## config.mk

```make
export PLATFORM = sky130hd
export DESIGN_NAME = gf_sbox_pipe
export DESIGN_NICKNAME = d
export VERILOG_FILES = /design/src/rtl/sbox_gf_pkg.sv /design/src/rtl/sbox_map_stage.sv /design/src/rtl/sbox_norm_stage.sv /design/src/rtl/sbox_inv_stage.sv /design/src/rtl/gf_sbox_pipe.sv
export SDC_FILE = /design/constraint.sdc
export NUM_CORES = 1
export LEC_CHECK = 0
export ABC_AREA = 1
export BUFFER_PORTS_ARGS = -buffer_cell sky130_fd_sc_hd__buf_2
export CAP_MARGIN = 10
export CORE_ASPECT_RATIO = 1.4
export CORE_MARGIN = 8
export CORE_UTILIZATION = 63
export CTS_CLUSTER_SIZE = 10
export DETAILED_ROUTE_END_ITERATION = 8
export GPL_TIMING_DRIVEN = 1
export PLACE_DENSITY = 0.82
export SKIP_CTS_REPAIR_TIMING = 1
export SLEW_MARGIN = 20
export SYNTH_ARGS = -nofsm -noshare
export SYNTH_HDL_FRONTEND = slang
export SYNTH_SLANG_ARGS = --single-unit
```

## constraint.sdc

```tcl
create_clock -name clk -period 5.7 [get_ports clk]
set_clock_uncertainty 0.2 [all_clocks]
set_input_delay 0.57 -clock clk [delete_from_list [all_inputs] [get_ports clk]]
set_output_delay 0.57 -clock clk [all_outputs]
set_load 0.05 [all_outputs]
```

## src/rtl/sbox_gf_pkg.sv

```systemverilog
package sbox_gf_pkg;

    localparam int BYTE_W   = 8;
    localparam int NIB_W    = BYTE_W / 2;
    localparam int PAIR_W   = NIB_W / 2;
    localparam int LATENCY  = 3;

    typedef logic [BYTE_W-1:0] byte_t;
    typedef logic [NIB_W-1:0]  nib_t;
    typedef logic [PAIR_W-1:0] pair_t;

    localparam nib_t  LAMBDA    = 4'b1100;
    localparam byte_t FWD_CONST = 8'h63;
    localparam byte_t INV_CONST = 8'h05;

    typedef enum logic {
        DIR_FWD = 1'b0,
        DIR_INV = 1'b1
    } sub_dir_e;

    // Register contents after the basis-change stage
    typedef struct packed {
        logic     vld;
        sub_dir_e dir;
        nib_t     hi;
        nib_t     sum;
        nib_t     lo;
        nib_t     hi_sq;
    } map_reg_t;

    // Register contents after the norm-computation stage
    typedef struct packed {
        logic     vld;
        sub_dir_e dir;
        nib_t     hi;
        nib_t     sum;
        nib_t     norm;
    } norm_reg_t;

    // Register contents after the final stage
    typedef struct packed {
        logic  vld;
        byte_t data;
    } out_reg_t;

    // Product in GF(2^2), polynomial x^2+x+1
    function automatic pair_t gf2_mul(input pair_t a, input pair_t b);
        pair_t r;
        r[1] = (a[1] & b[1]) ^ (a[0] & b[1]) ^ (a[1] & b[0]);
        r[0] = (a[1] & b[1]) ^ (a[0] & b[0]);
        return r;
    endfunction

    // Scaling by the element 2'b10 in GF(2^2)
    function automatic pair_t gf2_phi(input pair_t a);
        return {a[1] ^ a[0], a[1]};
    endfunction

    // Product in GF((2^2)^2), polynomial y^2+y+phi
    function automatic nib_t gf4_mul(input nib_t a, input nib_t b);
        pair_t hh, hl, lh, ll;
        hh = gf2_mul(a[3:2], b[3:2]);
        hl = gf2_mul(a[3:2], b[1:0]);
        lh = gf2_mul(a[1:0], b[3:2]);
        ll = gf2_mul(a[1:0], b[1:0]);
        return {hh ^ hl ^ lh, gf2_phi(hh) ^ ll};
    endfunction

    function automatic nib_t gf4_sq(input nib_t a);
        return gf4_mul(a, a);
    endfunction

    // Inverse as a^14 = a^2 * a^4 * a^8; zero maps to zero
    function automatic nib_t gf4_inv(input nib_t a);
        nib_t p2, p4, p8;
        p2 = gf4_sq(a);
        p4 = gf4_sq(p2);
        p8 = gf4_sq(p4);
        return gf4_mul(gf4_mul(p2, p4), p8);
    endfunction

    // Standard byte basis into the tower basis
    function automatic byte_t iso_map(input byte_t j);
        byte_t r;
        r[7] = j[7] ^ j[5];
        r[6] = j[7] ^ j[6] ^ j[4] ^ j[3] ^ j[2] ^ j[1];
        r[5] = j[7] ^ j[5] ^ j[3] ^ j[2];
        r[4] = j[7] ^ j[5] ^ j[3] ^ j[2] ^ j[1];
        r[3] = j[7] ^ j[6] ^ j[2] ^ j[1];
        r[2] = j[7] ^ j[4] ^ j[3] ^ j[2] ^ j[1];
        r[1] = j[6] ^ j[4] ^ j[1];
        r[0] = j[6] ^ j[1] ^ j[0];
        return r;
    endfunction

    // Tower basis back into the standard byte basis
    function automatic byte_t iso_unmap(input byte_t j);
        byte_t r;
        r[7] = j[7] ^ j[6] ^ j[5] ^ j[1];
        r[6] = j[6] ^ j[2];
        r[5] = j[6] ^ j[5] ^ j[1];
        r[4] = j[6] ^ j[5] ^ j[4] ^ j[2] ^ j[1];
        r[3] = j[5] ^ j[4] ^ j[3] ^ j[2] ^ j[1];
        r[2] = j[7] ^ j[4] ^ j[3] ^ j[2] ^ j[1];
        r[1] = j[5] ^ j[4];
        r[0] = j[6] ^ j[5] ^ j[4] ^ j[2] ^ j[0];
        return r;
    endfunction

    function automatic byte_t affine_fwd(input byte_t b);
        byte_t r;
        for (int i = 0; i < BYTE_W; i++) begin
            r[i] = b[i] ^ b[(i + 4) % BYTE_W] ^ b[(i + 5) % BYTE_W]
                 ^ b[(i + 6) % BYTE_W] ^ b[(i + 7) % BYTE_W] ^ FWD_CONST[i];
        end
        return r;
    endfunction

    function automatic byte_t affine_inv(input byte_t a);
        byte_t r;
        for (int i = 0; i < BYTE_W; i++) begin
            r[i] = a[(i + 2) % BYTE_W] ^ a[(i + 5) % BYTE_W]
                 ^ a[(i + 7) % BYTE_W] ^ INV_CONST[i];
        end
        return r;
    endfunction

endpackage

```

## src/rtl/sbox_map_stage.sv

```systemverilog
module sbox_map_stage
    import sbox_gf_pkg::*;
(
    input  logic     clk,
    input  logic     rst,
    input  logic     in_valid,
    input  sub_dir_e in_dir,
    input  byte_t    in_byte,
    output map_reg_t stage_q
);

    byte_t    pre_byte;
    byte_t    tower;
    map_reg_t stage_d;

    always_comb begin
        pre_byte       = (in_dir == DIR_INV) ? affine_inv(in_byte) : in_byte;
        tower          = iso_map(pre_byte);
        stage_d.vld    = in_valid;
        stage_d.dir    = in_dir;
        stage_d.hi     = tower[BYTE_W-1:NIB_W];
        stage_d.lo     = tower[NIB_W-1:0];
        stage_d.sum    = tower[BYTE_W-1:NIB_W] ^ tower[NIB_W-1:0];
        stage_d.hi_sq  = gf4_sq(tower[BYTE_W-1:NIB_W]);
    end

    always_ff @(posedge clk) begin
        if (rst) stage_q <= '0;
        else     stage_q <= stage_d;
    end

endmodule

```

## src/rtl/sbox_norm_stage.sv

```systemverilog
module sbox_norm_stage
    import sbox_gf_pkg::*;
(
    input  logic      clk,
    input  logic      rst,
    input  map_reg_t  stage_in,
    output norm_reg_t stage_q
);

    norm_reg_t stage_d;

    always_comb begin
        stage_d.vld  = stage_in.vld;
        stage_d.dir  = stage_in.dir;
        stage_d.hi   = stage_in.hi;
        stage_d.sum  = stage_in.sum;
        stage_d.norm = gf4_mul(stage_in.hi_sq, LAMBDA)
                     ^ gf4_mul(stage_in.sum, stage_in.lo);
    end

    always_ff @(posedge clk) begin
        if (rst) stage_q <= '0;
        else     stage_q <= stage_d;
    end

endmodule

```

## src/rtl/sbox_inv_stage.sv

```systemverilog
module sbox_inv_stage
    import sbox_gf_pkg::*;
(
    input  logic      clk,
    input  logic      rst,
    input  norm_reg_t stage_in,
    output out_reg_t  stage_q
);

    nib_t     norm_inv;
    byte_t    tower_inv;
    byte_t    plain_inv;
    out_reg_t stage_d;

    always_comb begin
        norm_inv     = gf4_inv(stage_in.norm);
        tower_inv    = {gf4_mul(stage_in.hi, norm_inv),
                        gf4_mul(stage_in.sum, norm_inv)};
        plain_inv    = iso_unmap(tower_inv);
        stage_d.vld  = stage_in.vld;
        stage_d.data = (stage_in.dir == DIR_FWD) ? affine_fwd(plain_inv) : plain_inv;
    end

    always_ff @(posedge clk) begin
        if (rst) stage_q <= '0;
        else     stage_q <= stage_d;
    end

endmodule

```

## src/rtl/gf_sbox_pipe.sv

```systemverilog
module gf_sbox_pipe
    import sbox_gf_pkg::*;
(
    input  logic       clk,
    input  logic       rst,
    input  logic       in_valid,
    input  logic       in_inv,
    input  logic [7:0] in_byte,
    output logic       out_valid,
    output logic [7:0] out_byte
);

    sub_dir_e  dir_in;
    map_reg_t  map_q;
    norm_reg_t norm_q;
    out_reg_t  fin_q;

    assign dir_in = in_inv ? DIR_INV : DIR_FWD;

    sbox_map_stage u_map (
        .clk      (clk),
        .rst      (rst),
        .in_valid (in_valid),
        .in_dir   (dir_in),
        .in_byte  (in_byte),
        .stage_q  (map_q)
    );

    sbox_norm_stage u_norm (
        .clk      (clk),
        .rst      (rst),
        .stage_in (map_q),
        .stage_q  (norm_q)
    );

    sbox_inv_stage u_inv (
        .clk      (clk),
        .rst      (rst),
        .stage_in (norm_q),
        .stage_q  (fin_q)
    );

    assign out_valid = fin_q.vld;
    assign out_byte  = fin_q.data;

endmodule

```

After elaboration in Yosys (flattened, before gate mapping)
Cells that the tools add are included.

Muxes and demuxes: 3. Bitwise gates (word level): 339.

Operator list (number): $xor 1x1->1 (199); $and 1x1->1 (104); $xor 2x2->2 (28); $mux 8 (2); $xor 4x4->4 (2); $not 1->1 (6); $mux 1 (1).

Word-level logic and storage cells: 355. Output and inout bits: 9. Register bits after elaboration: 41. Input bits: 12.

Longest topological paths before layout
Word-level depth: 35. Depth in mapped cells: 42. Depth with buffers taken out: 42.

Hierarchy
From an unflattened synthesis, not the netlist that was laid out.

Cells, all modules: 851. Area total of the unflattened synthesis: 4798.4 sq um.

Modules (own cells, without submodules): sbox_inv_stage (cells an instance 517, area each 2785.2 sq um, sequential area each 180.2 sq um, times used 1); sbox_map_stage (cells an instance 192, area each 1174.9 sq um, sequential area each 360.3 sq um, times used 1); sbox_norm_stage (cells an instance 142, area each 838.3 sq um, sequential area each 280.3 sq um, times used 1).

Least setup slack after synthesis
No wires, ideal clock.

Path type: register to register. Start: register u_norm.stage_q[2] (netlist name). End: register u_inv.stage_q[1] (netlist name). Cell stages (with the launch flop): 39. Library setup time: 109 ps. Data required time: 5391 ps. Path slack: 1661 ps. Buffers on the path: 0. Period minus slack after synthesis: 4039 ps. Arrival: 3730 ps. Cells stage by stage: dfxtp_1 -> inv_1 -> ha_1 -> inv_1 -> ha_1 -> inv_1 -> nand2_1 -> nand2_1 -> nand2_1 -> inv_1 -> nand3_1 -> nand2_1 -> nand2_2 -> nand2_1 -> nand3b_1 -> nand2_1 -> nand2_1 -> nand2_2 -> [... 3 more ...] -> nand2_2 -> nand2_2 -> nand2_1 -> nand2_2 -> nand2_4 -> nand2_1 -> nand2_2 -> nand2_2 -> nand2_2 -> nand2_2 -> nand2_2 -> inv_1 -> nand2_1 -> nand2_1 -> nand2_1 -> nand3_1 -> nand2_1 -> inv_1.

Word-level cells in the longest chain between the ends: 33. Elaborated cells between the ends (all ways): 192. Those cells by class: mux (1); bitwise (191).

RTL lines: start, declared (RTL line sbox_norm_stage.sv:7) `output norm_reg_t stage_q`; start signal, assigned (RTL line sbox_norm_stage.sv:23) `else stage_q <= stage_d;`; $and 1x1->1 (RTL line sbox_gf_pkg.sv:49) `r[1] = (a[1] & b[1]) ^ (a[0] & b[1]) ^ (a[1] & b[0]);`; $xor 1x1->1 (2 in a row) (RTL line sbox_gf_pkg.sv:49); $xor 2x2->2 / $xor 1x1->1 (equally long branches) (RTL line sbox_gf_pkg.sv:66, sbox_gf_pkg.sv:56); $xor 2x2->2 (RTL line sbox_gf_pkg.sv:66) `return {hh ^ hl ^ lh, gf2_phi(hh) ^ ll};`; $and 1x1->1, on equally long branches (RTL line sbox_gf_pkg.sv:49, sbox_gf_pkg.sv:50); $xor 1x1->1 (2 in a row) (RTL line sbox_gf_pkg.sv:49); $xor 2x2->2 / $xor 1x1->1 (equally long branches) (RTL line sbox_gf_pkg.sv:66, sbox_gf_pkg.sv:56); $xor 2x2->2 (RTL line sbox_gf_pkg.sv:66); [... 13 more ...]; $xor 1x1->1 (RTL line sbox_gf_pkg.sv:56) `return {a[1] ^ a[0], a[1]};`; $xor 2x2->2 (RTL line sbox_gf_pkg.sv:66); $xor 1x1->1 (RTL line sbox_gf_pkg.sv:101, sbox_gf_pkg.sv:106); $xor 1x1->1 (RTL line sbox_gf_pkg.sv:101) `r[5] = j[6] ^ j[5] ^ j[1];`; $xor 1x1->1 (2 in a row) (RTL line sbox_gf_pkg.sv:113) `r[i] = b[i] ^ b[(i + 4) % BYTE_W] ^ b[(i + 5) % BYTE_W]`; $xor 1x1->1 (2 in a row) (RTL line sbox_gf_pkg.sv:114) `^ b[(i + 6) % BYTE_W] ^ b[(i + 7) % BYTE_W] ^ FWD_CONST[i];`; $not 1->1 (no line); $mux 8 (*) (RTL line sbox_inv_stage.sv:21) `stage_d.data = (stage_in.dir == DIR_FWD) ? affine_fwd(plain_inv) : plain_inv;`; end signal, assigned (RTL line sbox_inv_stage.sv:26) `else stage_q <= stage_d;`; end, declared (RTL line sbox_inv_stage.sv:7) `output out_reg_t stage_q`.

Mark *: on every way between the ends. The rest lies on a longest branch, timed or not. A chain may end at the register's enable or synchronous reset.

Final worst setup path
Start: register u_norm.stage_q[2] (netlist name). End: register u_inv.stage_q[3] (netlist name).

Word-level cells in the longest chain between the ends: 34. Elaborated cells between the ends (all ways): 204. Those cells by class: mux (1); bitwise (203).

RTL lines: $and 1x1->1 (RTL line sbox_gf_pkg.sv:49); $xor 1x1->1 (2 in a row) (RTL line sbox_gf_pkg.sv:49); $xor 2x2->2 / $xor 1x1->1 (equally long branches) (RTL line sbox_gf_pkg.sv:66, sbox_gf_pkg.sv:56); $xor 2x2->2 (RTL line sbox_gf_pkg.sv:66); $and 1x1->1, on equally long branches (RTL line sbox_gf_pkg.sv:49, sbox_gf_pkg.sv:50); $xor 1x1->1 (2 in a row) (RTL line sbox_gf_pkg.sv:49); $xor 2x2->2 / $xor 1x1->1 (equally long branches) (RTL line sbox_gf_pkg.sv:66, sbox_gf_pkg.sv:56); $xor 2x2->2 (RTL line sbox_gf_pkg.sv:66); [... 11 more ...]; $xor 1x1->1 (2 in a row) (RTL line sbox_gf_pkg.sv:49); $xor 1x1->1 (RTL line sbox_gf_pkg.sv:56); $xor 2x2->2 (RTL line sbox_gf_pkg.sv:66); $xor 1x1->1 (RTL line sbox_gf_pkg.sv:103, sbox_gf_pkg.sv:105); $xor 1x1->1 (3 in a row) (RTL line sbox_gf_pkg.sv:103) `r[3] = j[5] ^ j[4] ^ j[3] ^ j[2] ^ j[1];`; $xor 1x1->1 (2 in a row) (RTL line sbox_gf_pkg.sv:113); $xor 1x1->1 (2 in a row) (RTL line sbox_gf_pkg.sv:114); $mux 8 (*) (RTL line sbox_inv_stage.sv:21).

Marked as above.

==> flow_summary.rst <==
.. list-table::
   :header-rows: 1

   * - Metric
     - Value
   * - Per-cell via count in the routed design
     - 5.34
   * - Number of unique standard cell types used by synthesis
     - 31
   * - Register bit count reported by yosys
     - 41
   * - Clock buffers created by TritonCTS
     - 5
   * - Ys async rst share
     - 0%
   * - Number of global-route vias before repair
     - 4103
   * - Warning count from the yosys run
     - 0
   * - Number of top-level pins
     - 21
   * - Synth Net Count
     - 733
   * - Total Negative Setup Slacks
     - 0 ns
   * - Seq/Total Area, Yosys
     - 19.5%
   * - Initial core utilization
     - 64.6%
   * - Startpoint Class
     - flop
   * - Maximum frequency from static timing analysis
     - 213 MHz
   * - Clock Path Buffers
     - 2
   * - Post-Syn Area per Cell
     - 5.93 um2
   * - Synthesis-to-layout area growth
     - 6.88%
   * - Worst Tran Pin Value
     - 0.531 ns
   * - Max-Slew Margin vs Limit
     - 64.2%
   * - DRT Pass-1 Iters
     - 5
   * - Finish-stage setup viols
     - 0
   * - GR peak layer
     - met2
   * - Count leader, synth
     - nand2_1
   * - Number of max-cap violations
     - 0
   * - Clock Root Buffer
     - clkbuf_8
   * - Total congestion overflow after global routing
     - 0
   * - Met2 GRT Util
     - 38.0%
   * - Final weighted congestion of routability-driven global placement
     - 1.02
   * - Total count of max-transition violations in the final report
     - 0
   * - Number of placement rows
     - 35
   * - Cell repeated most along the worst path
     - nand2_1
   * - Skew-Pair Late Insertion Delay
     - 0.29 ns
   * - Die H
     - 113 um
   * - Final ANT Viol Nets
     - 0
   * - Most used DFF post-synth
     - dfxtp_1
   * - Placeable Area
     - 6530 um2
   * - Number of antenna violations at the first check in global routing
     - 0
   * - Die area
     - 9600 um2
   * - Worst-case hold slack
     - 0.199 ns
   * - DRC violations left
     - 0
   * - WL final
     - 9460 um
   * - Count of port buffers added during placement
     - 20
   * - Category of the worst setup path capture point
     - flop
   * - Post-CTS clock slew at the launch and capture registers of the worst setup and hold paths
     - 0.08 ns
   * - Global-route wire length before repair
     - 16700 um
   * - Detailed-route wire length per cell
     - 11.7 um
   * - Total routing usage reported by global routing
     - 20.3%
   * - TritonCTS clock tree
     - done
   * - Mapped Area
     - 4220 um2
   * - Number of clock sinks seen by CTS
     - 41
   * - Critical-path maximum fanout
     - 10
   * - Post-synthesis instance total
     - 711
   * - Slowest cell delay on critical path
     - 0.43 ns
   * - Arrival @ worst endpoint
     - 4.70 ns
   * - Most common library cells after synthesis
     - 241 x nand2_1, 91 x nand3_1, 86 x inv_1
   * - Class of the most critical hold timing path
     - reg2reg
   * - Required time of the worst setup path
     - 5.70 ns
   * - Cell type with the largest total area after synthesis
     - nand2_1
   * - Via count
     - 4311
   * - Setup repair after global routing missed its margin
     - no
   * - Share of post-route cells with drive strength above 1
     - 14.2%
   * - Horizontal die dimension
     - 85.1 um
   * - Most area-consuming cells after synthesis
     - nand2_1 21%, dfxtp_1 19%, nand3_1 11%
   * - Post-layout minimum cycle time
     - 4.70 ns
   * - Initial DRC Count
     - 270
   * - Run status
     - complete, no violations
   * - Highest-delay cell along the critical path
     - ha_1
   * - Largest net degree at the start of global routing
     - 31
   * - Cell depth of the worst flop-to-flop path
     - 36
   * - Met1 routing resource usage after global routing
     - 22.0%
   * - Total number of H-tree levels
     - 2
   * - Type of the setup path with the least slack
     - reg2reg
   * - Placed wire-length estimate
     - 7740 um
   * - Post-route clock period utilization
     - 82.5%
   * - Number of flops mapped to enable cells by yosys
     - 0
   * - Antenna diode count
     - 0
   * - Number of failing hold endpoints at the final stage
     - 0
   * - Worst Hold Depth
     - 2
   * - # nets final
     - 754
   * - GR Util met3
     - 2.25%
   * - Number of inserted filler cells in the final layout
     - 607
   * - Area share of the leading cell type in the synthesized netlist
     - 21.5%
[cells by family (layout without fill, tap and decap cells)]
group,count (synthesis),after routing,synth area share (%)
AND/OR/NAND/NOR,441,441,48.1
flip-flops,41,41,19.5
buffers and inverters,104,126,9.26
multiplexers,3,3,0.742
adder cells (fa/ha/maj),10,10,2.97
XOR/XNOR,62,62,13.2
AO/OA/AOI/OAI,50,50,6.20
[layout make-up]
class	instances	area (um2)	share of cell area [%]
multi-input combinational	566	3010	66.7
clock buffer	6	82.6	1.83
timing repair buffer	20	100	2.22
sequential	41	821	18.2
clock inverter	2	37.5	0.833
tap	74	92.6	2.05
inverter	98	368	8.16
[path summary, 6_finish.rpt]
check / end / slack (ns) / startpoint
max reg2reg: u_inv.stage_q[3]$_SDFF_PP0_ / 1.0 / u_norm.stage_q[2]$_SDFF_PP0_
min reg2reg: u_norm.stage_q[9]$_SDFF_PP0_ / 0.20 / u_map.stage_q[13]$_SDFF_PP0_
max: u_inv.stage_q[3]$_SDFF_PP0_ / 1.0 / u_norm.stage_q[2]$_SDFF_PP0_
min: u_norm.stage_q[9]$_SDFF_PP0_ / 0.20 / u_map.stage_q[13]$_SDFF_PP0_
[state kept, by name, indices dropped and copies added, names as in the netlist]
name and flops:
u_map.stage_q 18, u_norm.stage_q 14, u_inv.stage_q 9
[worst max-delay path: cells and delay by family (launching register included)]
| family | cells | cell delay, ns |
|---|---|---|
| adder cells (fa/ha/maj) | 2 | 0.81 |
| buffers and inverters | 6 | 0.58 |
| flip-flops | 1 | 0.39 |
| AND/OR/NAND/NOR | 28 | 2.64 |
[per-layer routing]
| layer | part of all wire, % | routed length [um] |
|---|---|---|
| met4 | 2.3 | 220 |
| met3 | 3.6 | 339 |
| met2 | 52 | 4890 |
| met1 | 42 | 4010 |
| met5 | 0 | 0 |
[through the flow]
stage	cell area, um2	setup WS [ns]	util (%)	instances
2_1_floorplan	4220	1.66	-	711
3_3_place_gp	4390	1.19	67.2	799
3_5_place_dp	4390	1.07	67.2	799
4_1_cts	4510	1.04	69.1	807
5_1_grt	4510	0.519	69.1	807
6_report	4510	1.00	69.1	807
[layout by cell type, fill, tap and decap left out, types with 2 or more instances in the layout]
| cell | netlist | routed |
|---|---|---|
| nand2_1 | 241 | 241 |
| nand3_1 | 91 | 91 |
| inv_1 | 86 | 86 |
| dfxtp_1 | 41 | 41 |
| nand2_2 | 40 | 40 |
| nor2_1 | 40 | 40 |
| xor2_1 | 33 | 33 |
| xnor2_1 | 27 | 27 |
| o21ai_0 | 20 | 20 |
| buf_2 | 0 | 20 |
| a21oi_1 | 19 | 19 |
| inv_2 | 11 | 11 |
| ha_1 | 10 | 10 |
| nand2_4 | 8 | 8 |
| nand3_2 | 7 | 7 |
| o21ai_1 | 7 | 7 |
| nand4_1 | 6 | 6 |
| clkbuf_8 | 0 | 6 |
| or2_2 | 3 | 3 |
| mux2i_1 | 2 | 2 |
| o211ai_1 | 2 | 2 |
| nand3b_1 | 2 | 2 |
Power is left out: the tool's default activity adds up to more than one toggle a clock period on the data nets, which glitch-free logic cannot reach.
